===== src/rtl/ud_pkg.sv =====
package ud_pkg;
  typedef enum logic [1:0] {STEP_HOLD, STEP_UP, STEP_DOWN} step_e;

  // Largest value in the counting sequence.
  function automatic int unsigned seq_max(bit decade, int unsigned width);
    return decade ? 9 : ((1 << width) - 1);
  endfunction
endpackage


===== src/rtl/ud_sync2.sv =====
module ud_sync2 #(
  parameter int unsigned LANES  = 1,
  parameter int unsigned STAGES = 2
) (
  input  logic             clk,
  input  logic             rst,
  input  logic [LANES-1:0] d_async,
  output logic [LANES-1:0] q_sync
);
  logic [LANES-1:0] stage_q [STAGES];

  genvar s;
  generate
    for (s = 0; s < STAGES; s++) begin : g_stage
      always_ff @(posedge clk) begin
        if (rst) stage_q[s] <= '0;
        else if (s == 0) stage_q[s] <= d_async;
        else stage_q[s] <= stage_q[(s == 0) ? 0 : s-1];
      end
    end
  endgenerate

  assign q_sync = stage_q[STAGES-1];
endmodule


===== src/rtl/ud_count_core.sv =====
module ud_count_core
  import ud_pkg::*;
#(
  parameter int unsigned WIDTH  = 4,
  parameter bit          DECADE = 1'b1
) (
  input  logic             clk,
  input  logic             rst,
  input  logic             up_lvl,
  input  logic             dn_lvl,
  input  logic             clr,
  input  logic             ld,
  input  logic [WIDTH-1:0] preset_s,
  output logic [WIDTH-1:0] cnt_nxt,
  output logic [WIDTH-1:0] cnt_q
);
  localparam logic [WIDTH-1:0] CMAX = WIDTH'(seq_max(DECADE, WIDTH));
  localparam logic [WIDTH-1:0] CTOP = '1;

  logic  up_prev, dn_prev;
  logic  up_rise, dn_rise;
  step_e step;

  assign up_rise = up_lvl & ~up_prev;
  assign dn_rise = dn_lvl & ~dn_prev;

  always_comb begin
    step = STEP_HOLD;
    if (up_rise && !dn_rise) step = STEP_UP;
    else if (dn_rise && !up_rise) step = STEP_DOWN;
  end

  always_comb begin
    cnt_nxt = cnt_q;
    if (clr) cnt_nxt = '0;
    else if (ld) cnt_nxt = preset_s;
    else begin
      case (step)
        STEP_UP:   cnt_nxt = (cnt_q == CMAX || cnt_q == CTOP) ? '0 : cnt_q + 1'b1;
        STEP_DOWN: cnt_nxt = (cnt_q == '0) ? CMAX : cnt_q - 1'b1;
        default:   cnt_nxt = cnt_q;
      endcase
    end
  end

  always_ff @(posedge clk) begin
    if (rst) begin
      cnt_q   <= '0;
      up_prev <= 1'b0;
      dn_prev <= 1'b0;
    end else begin
      cnt_q   <= cnt_nxt;
      up_prev <= up_lvl;
      dn_prev <= dn_lvl;
    end
  end


  clear_zero_chk: assert property (@(posedge clk) disable iff (rst)
    $past(clr) |-> cnt_q == '0);

  load_copy_chk: assert property (@(posedge clk) disable iff (rst)
    $past(ld && !clr) |-> cnt_q == $past(preset_s));

  both_hold_chk: assert property (@(posedge clk) disable iff (rst)
    $past(up_rise && dn_rise && !clr && !ld) |-> $stable(cnt_q));

  idle_hold_chk: assert property (@(posedge clk) disable iff (rst)
    $past(!up_rise && !dn_rise && !clr && !ld) |-> $stable(cnt_q));
endmodule


===== src/rtl/ud_term_flags.sv =====
module ud_term_flags
  import ud_pkg::*;
#(
  parameter int unsigned WIDTH  = 4,
  parameter bit          DECADE = 1'b1
) (
  input  logic             clk,
  input  logic             rst,
  input  logic             up_lvl,
  input  logic             dn_lvl,
  input  logic [WIDTH-1:0] cnt_nxt,
  input  logic [WIDTH-1:0] cnt_q,
  output logic             carry_n,
  output logic             borrow_n
);
  localparam logic [WIDTH-1:0] CMAX = WIDTH'(seq_max(DECADE, WIDTH));

  // The flags are registered alongside the count, so both change on the same edge.
  always_ff @(posedge clk) begin
    if (rst) begin
      carry_n  <= 1'b1;
      borrow_n <= 1'b1;
    end else begin
      carry_n  <= ~(~up_lvl && (cnt_nxt == CMAX));
      borrow_n <= ~(~dn_lvl && (cnt_nxt == '0));
    end
  end


  carry_max_chk: assert property (@(posedge clk) disable iff (rst)
    !carry_n |-> cnt_q == CMAX);

  borrow_zero_chk: assert property (@(posedge clk) disable iff (rst)
    !borrow_n |-> cnt_q == '0);

  carry_high_chk: assert property (@(posedge clk) disable iff (rst)
    $past(up_lvl) |-> carry_n);
endmodule


===== src/rtl/ud_dual_clk_counter.sv =====
module ud_dual_clk_counter #(
  parameter int unsigned WIDTH  = 4,
  parameter bit          DECADE = 1'b1
) (
  input  logic             clk,
  input  logic             rst,
  input  logic             cnt_up,
  input  logic             cnt_dn,
  input  logic             load_n,
  input  logic             clear,
  input  logic [WIDTH-1:0] preset,
  output logic [WIDTH-1:0] count,
  output logic             carry_n,
  output logic             borrow_n
);
  localparam int unsigned CTRL_LANES = 4;
  localparam int unsigned SYNC_DEPTH = 2;

  logic [CTRL_LANES-1:0] ctrl_raw, ctrl_s;
  logic [WIDTH-1:0]      preset_s, cnt_nxt, cnt_q;

  assign ctrl_raw = {~load_n, clear, cnt_dn, cnt_up};

  ud_sync2 #(.LANES(CTRL_LANES), .STAGES(SYNC_DEPTH)) u_ctrl_sync (
    .clk(clk), .rst(rst), .d_async(ctrl_raw), .q_sync(ctrl_s));

  ud_sync2 #(.LANES(WIDTH), .STAGES(SYNC_DEPTH)) u_preset_sync (
    .clk(clk), .rst(rst), .d_async(preset), .q_sync(preset_s));

  ud_count_core #(.WIDTH(WIDTH), .DECADE(DECADE)) u_core (
    .clk(clk), .rst(rst),
    .up_lvl(ctrl_s[0]), .dn_lvl(ctrl_s[1]),
    .clr(ctrl_s[2]), .ld(ctrl_s[3]),
    .preset_s(preset_s), .cnt_nxt(cnt_nxt), .cnt_q(cnt_q));

  ud_term_flags #(.WIDTH(WIDTH), .DECADE(DECADE)) u_flags (
    .clk(clk), .rst(rst),
    .up_lvl(ctrl_s[0]), .dn_lvl(ctrl_s[1]),
    .cnt_nxt(cnt_nxt), .cnt_q(cnt_q),
    .carry_n(carry_n), .borrow_n(borrow_n));

  assign count = cnt_q;


  reset_state_chk: assert property (@(posedge clk)
    $past(rst) |-> (count == '0 && carry_n));
endmodule


===== config.mk =====
export PLATFORM = sky130hd
export DESIGN_NAME = ud_dual_clk_counter
export DESIGN_NICKNAME = d
export VERILOG_FILES = /design/src/rtl/ud_pkg.sv /design/src/rtl/ud_sync2.sv /design/src/rtl/ud_count_core.sv /design/src/rtl/ud_term_flags.sv /design/src/rtl/ud_dual_clk_counter.sv
export SDC_FILE = /design/constraint.sdc
export NUM_CORES = 1
export LEC_CHECK = 0
export BUFFER_PORTS_ARGS = -buffer_cell sky130_fd_sc_hd__buf_4
export CAP_MARGIN = 20
export CORE_MARGIN = 1.5
export CORE_UTILIZATION = 53
export DETAILED_ROUTE_END_ITERATION = 6
export PLACE_DENSITY = 0.82
export SLEW_MARGIN = 20
export SYNTH_ARGS = -nofsm -noshare
export SYNTH_HDL_FRONTEND = slang
export SYNTH_SLANG_ARGS = --single-unit

===== constraint.sdc =====
create_clock -name clk -period 2.95 [get_ports clk]
set_clock_uncertainty 0.1 [all_clocks]
set_input_delay 0.59 -clock clk [delete_from_list [all_inputs] [get_ports clk]]
set_output_delay 0.59 -clock clk [all_outputs]
set_load 0.1 [all_outputs]

==> metrics, run 1 <==
outcome=finished, final reports clean; Die Wd=46.7 µm; WS Path Type=reg -> reg; drt drc=0; vias per std cell=5.02; pwr/cell area=560 mW/mm²; final net count=138; cell area after placement=0.00114 mm²; worst flop-to-flop path startpoint=u_core.up_prev$_SDFF_PP0_; num ports=16; Worst-path clk slew=0.12 ns; syn nets=121; postcts setup bufs=0; layout cells sized above 1=17.2%; Synthesis Warnings=0; sequential power share=54.2%; gr usage total=18.1%; Fill cells=158; WP data arrival=2.41 ns; startpoint types=flop; Worst Setup Slack, final=0.644 ns; antenna violations before repair=0; post-synthesis cell count=106; number of DRC markers in iteration 0=11; worst slew pin tran=0.402 ns; Max Cap Viol=0; Placement Setup Slack=0.668 ns; Worst Hold Launch=load_n; TritonCTS clock tree=built; TNS Setup=0 ns; worst reg2reg path depth=7; RD Place Congestion=0.798; Reg-to-Reg End=u_flags.carry_n$_SDFF_PP1_; vias=738; Hold Path Cell Cnt=2; core area=0.00176 mm²; # rows=15; sequential-to-total area share from yosys stat=47.5%; Hold Vio Cnt, Final=0; post_cts resized=0; HPWL Detailed=1280 µm; Yosys reg bits=24; Comb pwr share=20.7%; LEAKAGE=0.489 nW; Starting Density=57.3%; RSZ-0062 raised after global routing=no; Final Max Tran Viols=0; reg2reg setup slack=0.64 ns; CP endpoint kind=flop; hold endpoint=u_ctrl_sync.stage_q[0][3]$_SDFF_PP0_; Pre-Repair DR Iteration Count=3; Area Growth Syn to Fin=16.0%; Internal Pwr Total=463 µW; routed wire length=1680 µm; worst vdd ir=0.434 mV; Critical Path RT=3.05 ns; Synth Cell Area=0.00101 mm²; Clock Path Buffers=2; Skew-Pair Late Insertion Delay=0.31 ns; Post-CTS Hold Buffers=0; H-Tree Level Count=1; Switching Fraction=29.4%; vias in the first global route=678; Slew HR=72.9%; clk sinks=24; Vert. Die Dim=46.7 µm; root buffer cell=clkbuf_4; Clk pwr share=25.1%; first-pass GRT wire length=2700 µm; Num CTS Buffers=3; min Tclk post-route=2.31 ns; GRT overflow=0; Final Core Density=66.5%; ant diodes=0; count of final setup violators=0; largest net degree at the start of global routing=24; design area=0.00117 mm²; f_max=434 MHz; worst-path fanout max=6; Synth Area per Inst=9.54 µm²; port buffer count=15; Worst Hold Class=in -> reg; Final Cycle Share=78.2%; Yosys cell types=32; WL/cell=11.4 µm; DRT antenna net count=0; Die Area=0.00218 mm²; Switch Pwr=193 µW
critical path, stage by stage (launching register included):
cell and delay, ns:
dfxtp_1 0.32, nand2b_1 0.15, ha_1 0.37, nor2_1 0.25
nand2_1 0.08, o31ai_1 0.29, and3b_1 0.22, or4b_1 0.42
sequential cells by signal, summed over array words and instances, names as in the netlist:
| register | flops |
|---|---|
| u_core.cnt_q | 4 |
| u_core.dn_prev | 1 |
| u_core.up_prev | 1 |
| u_ctrl_sync.stage_q | 8 |
| u_flags.borrow_n | 1 |
| u_flags.carry_n | 1 |
| u_preset_sync.stage_q | 8 |
power by group through the flow:
stage	combinational, mW	clock [mW]	sequential [mW]
global placement	0.134	0	0.363
detailed placement	0.136	0	0.363
global route	0.146	0.184	0.358
floorplan	0.0605	0	0.406
CTS	0.136	0.168	0.356
finish	0.136	0.165	0.356
per-layer routing:
metal	vias to the layer above	part of all wire (%)	track usage [%]
li1	389	-	-
met1	331	46	20.5
met2	14	49	32.2
met3	4	2.8	3.53
met4	0	1.5	8.33
met5	-	0	0
cells in the mapped netlist (all sizes together):
| cell type | instances | area (µm²) |
|---|---|---|
| inv | 8 | 30.0 |
| o31ai | 1 | 7.51 |
| and3b | 1 | 8.76 |
| o21ai | 8 | 40.0 |
| clkbuf | 2 | 7.51 |
| nand4b | 1 | 8.76 |
| ha | 5 | 62.6 |
| or4b | 1 | 10.0 |
| nor3 | 2 | 10.0 |
| o31a | 1 | 8.76 |
| a211oi | 1 | 7.51 |
| buf | 1 | 11.3 |
| nand2 | 4 | 15.0 |
| nand3 | 1 | 5.00 |
| a31oi | 1 | 6.26 |
| o21bai | 1 | 7.51 |
| nand2b | 2 | 12.5 |
| a311oi | 2 | 17.5 |
| nand3b | 2 | 15.0 |
| xnor2 | 1 | 8.76 |
| nor3b | 1 | 12.5 |
| nor2b | 19 | 119 |
| dfxtp | 24 | 480 |
| a21boi | 1 | 7.51 |
| mux2i | 1 | 10.0 |
| a21oi | 1 | 5.00 |
| or2b | 1 | 7.51 |
| nor2 | 8 | 30.0 |
| o41ai | 1 | 8.76 |
| o211a | 1 | 10.0 |
| o211ai | 2 | 20.0 |
placed cells by master (no fill, tap or decap):
master    count
or4b_1        1
a21boi_0      1
nand3_1       1
nor2b_1      19
o211a_1       1
mux2i_1       1
a21oi_1       1
ha_1          5
inv_1         8
o41ai_1       1
nand3b_1      2
clkbuf_8      1
xnor2_1       1
o211ai_2      1
nor3b_2       1
nor2_1        8
a311oi_1      2
a31oi_1       1
nand4b_1      1
nor3_1        2
o31a_1        1
o211ai_1      1
clkbuf_4      3
nand2_1       4
and3b_1       1
dfxtp_1      24
or2b_1        1
o21ai_0       8
a211oi_1      1
buf_4        15
o21bai_1      1
nand2b_1      2
o31ai_1       1
per-stage QoR:
step,hold slack (ns),power (mW),cells
6_report,0.327,0.656,147
5_1_grt,0.300,0.688,147
4_1_cts,0.321,0.660,147
3_5_place_dp,0.326,0.499,143
3_3_place_gp,0.316,0.497,143
2_1_floorplan,0.314,0.467,106
worst max-delay path by stage:
stage | start | end
finish | u_core.up_prev$_SDFF_PP0_ | u_flags.carry_n$_SDFF_PP1_
global route | u_core.cnt_q[0]$_SDFF_PP0_ | u_flags.carry_n$_SDFF_PP1_
CTS | u_core.up_prev$_SDFF_PP0_ | u_flags.carry_n$_SDFF_PP1_
detailed placement | u_core.up_prev$_SDFF_PP0_ | u_flags.carry_n$_SDFF_PP1_
global placement | u_core.cnt_q[0]$_SDFF_PP0_ | u_flags.carry_n$_SDFF_PP1_
floorplan | u_core.cnt_q[0]$_SDFF_PP0_ | u_flags.carry_n$_SDFF_PP1_
cell families (layout without fill, tap and decap cells):
group | count (synthesis) | in the layout | share of synthesized area (%)
adders and majority gates | 5 | 5 | 6.19
buffers and inverters | 11 | 27 | 4.83
xor gates and xnor gates | 1 | 1 | 0.866
DFF | 24 | 24 | 47.5
AOI/OAI and AO/OA | 21 | 21 | 14.5
muxes | 1 | 1 | 0.990
and+or+nand+nor | 43 | 43 | 25.1
cell type report:
cell class                 count  area, µm²  share of cell area [%]
sequential                    24        480                    41.0
clock buffer                   4       36.3                    3.09
timing repair buffer          15        113                    9.61
multi-input combinational     71        482                    41.1
inverter                       8       30.0                    2.56
tap                           25       31.3                    2.67
(Power assumes the default switching activity.)
==> run 2, diff against run 1 <==
==> constraint.sdc (replaced) <==
create_clock -name clk -period 2.3 [get_ports clk]
set_clock_uncertainty 0.1 [all_clocks]
set_input_delay 0.46 -clock clk [delete_from_list [all_inputs] [get_ports clk]]
set_output_delay 0.46 -clock clk [all_outputs]
set_load 0.1 [all_outputs]
==> metrics, run 2 (synthesis results as in run 1) <==
outcome=finished, final reports clean; RSZ-0062 raised after global routing=no; largest net degree at the start of global routing=24; most frequent cells in the layout=dfxtp_1, nor2b_1, buf_4, inv_1, o21ai_0; Clock Path Buffers=2; post_cts resized=0; Worst Hold Class=in -> reg; H-Tree Level Count=1; Die Area=0.00218 mm²; CP peak stage delay=0.43 ns; WP data arrival=2.26 ns; Switch Pwr=258 µW; largest registers=u_ctrl_sync.stage_q (8), u_preset_sync.stage_q (8), u_core.cnt_q (4); TNS Setup=0 ns; Worst-path clk slew=0.13 ns; vias per std cell=5.14; first-pass GRT wire length=2820 µm; core area=0.00176 mm²; routed wire length=1820 µm; startpoint types=flop; Num CTS Buffers=3; final net count=139; Fin Hold WS=0.183 ns; Internal Pwr Total=678 µW; Hold Vio Cnt, Final=0; Final Power=936 µW; RD Place Congestion=0.842; GRT overflow=0; Vert. Die Dim=46.7 µm; # rows=15; worst vdd ir=0.571 mV; Skew-Pair Late Insertion Delay=0.31 ns; sequential power share=48.9%; vias=760; f_max=462 MHz; HPWL Detailed=1390 µm; WL/cell=12.3 µm; Clk pwr share=31.7%; Final Cycle Share=94.1%; port buffer count=15; commonest non-fill, non-tap cell in the layout=dfxtp_1; worst-path fanout max=5; CP Cell Sequence=nand2b_1 -> ha_1 -> buf_4 -> nor2b_1 -> o21ai_0 -> o211ai_2 -> and3b_1 -> or4b_1; Switching Fraction=27.6%; WS Path Type=reg -> reg; TritonCTS clock tree=built; Fill cells=143; pwr/cell area=771 mW/mm²; Slew HR=76.3%; vias in the first global route=664; Area Growth Syn to Fin=20.0%; drt drc=0; worst slew pin tran=0.351 ns; ant diodes=0; Die Wd=46.7 µm; Pre-Repair DR Iteration Count=4; Critical Path RT=2.39 ns; min Tclk post-route=2.16 ns; Post-CTS Hold Buffers=0; clk sinks=24; Max Cap Viol=0; DRT antenna net count=0; CP endpoint kind=flop; Comb pwr share=19.4%; num ports=16; CP max stage cell=or4b_1; number of DRC markers in iteration 0=17; Final Max Tran Viols=0; count of final setup violators=0; gr usage total=18.9%; Starting Density=57.3%; layout cells sized above 1=23.6%; root buffer cell=clkbuf_4; antenna violations before repair=0; LEAKAGE=0.502 nW; postcts setup bufs=0
[run 2: power groups by stage]
stage	logic, mW	registers, mW	clock network, mW
after floorplan	0.0773	0.523	0
after CTS	0.179	0.457	0.303
after detailed placement	0.179	0.467	0
after global placement	0.175	0.466	0
final	0.181	0.457	0.297
after global routing	0.195	0.461	0.323
[run 2: layout make-up]
type | count | area [µm²] | area share, %
flip-flops and latches | 24 | 488 | 40.2
multi-input cells | 71 | 492 | 40.5
clock inverters | 1 | 30.0 | 2.47
inverters | 8 | 30.0 | 2.47
well taps | 25 | 31.3 | 2.58
clock buffers | 3 | 22.5 | 1.86
repair buffers | 16 | 120 | 9.90
[run 2: worst paths after layout]
kind / slack (ns) / from / end / cells after the start
max: 0.14 / u_core.up_prev$_SDFF_PP0_ / u_flags.carry_n$_SDFF_PP1_ / 8
max reg2reg: 0.14 / u_core.up_prev$_SDFF_PP0_ / u_flags.carry_n$_SDFF_PP1_ / 8
min reg2reg: 0.35 / u_ctrl_sync.stage_q[0][0]$_SDFF_PP0_ / u_ctrl_sync.stage_q[1][0]$_SDFF_PP0_ / 1
min: 0.18 / load_n / u_ctrl_sync.stage_q[0][3]$_SDFF_PP0_ / 2
[run 2: worst max-delay path: cells and delay by family (launching register included)]
family | cells | cell delay, ns
compound gates | 2 | 0.22
fa+ha+maj | 1 | 0.32
buf+inv | 1 | 0.14
flops | 1 | 0.31
simple gates | 4 | 0.96
[run 2: per-layer routing]
layer | share of wire, % | vias up | global-route usage, %
met5 | 0 | - | 0
met4 | 2.0 | 0 | 15.0
met3 | 3.1 | 4 | 3.53
met2 | 50 | 16 | 29.7
met1 | 45 | 348 | 22.1
li1 | - | 392 | -
[run 2: per-stage QoR]
step	cells	cell area [µm²]	setup WS (ns)	utilization (%)
floorplan	106	1020	0.0127	-
global placement	144	1150	0.177	65.2
detailed placement	144	1150	0.0786	65.2
CTS	148	1200	0.0561	68.2
global route	148	1210	0.0108	68.8
finish	148	1210	0.135	68.8
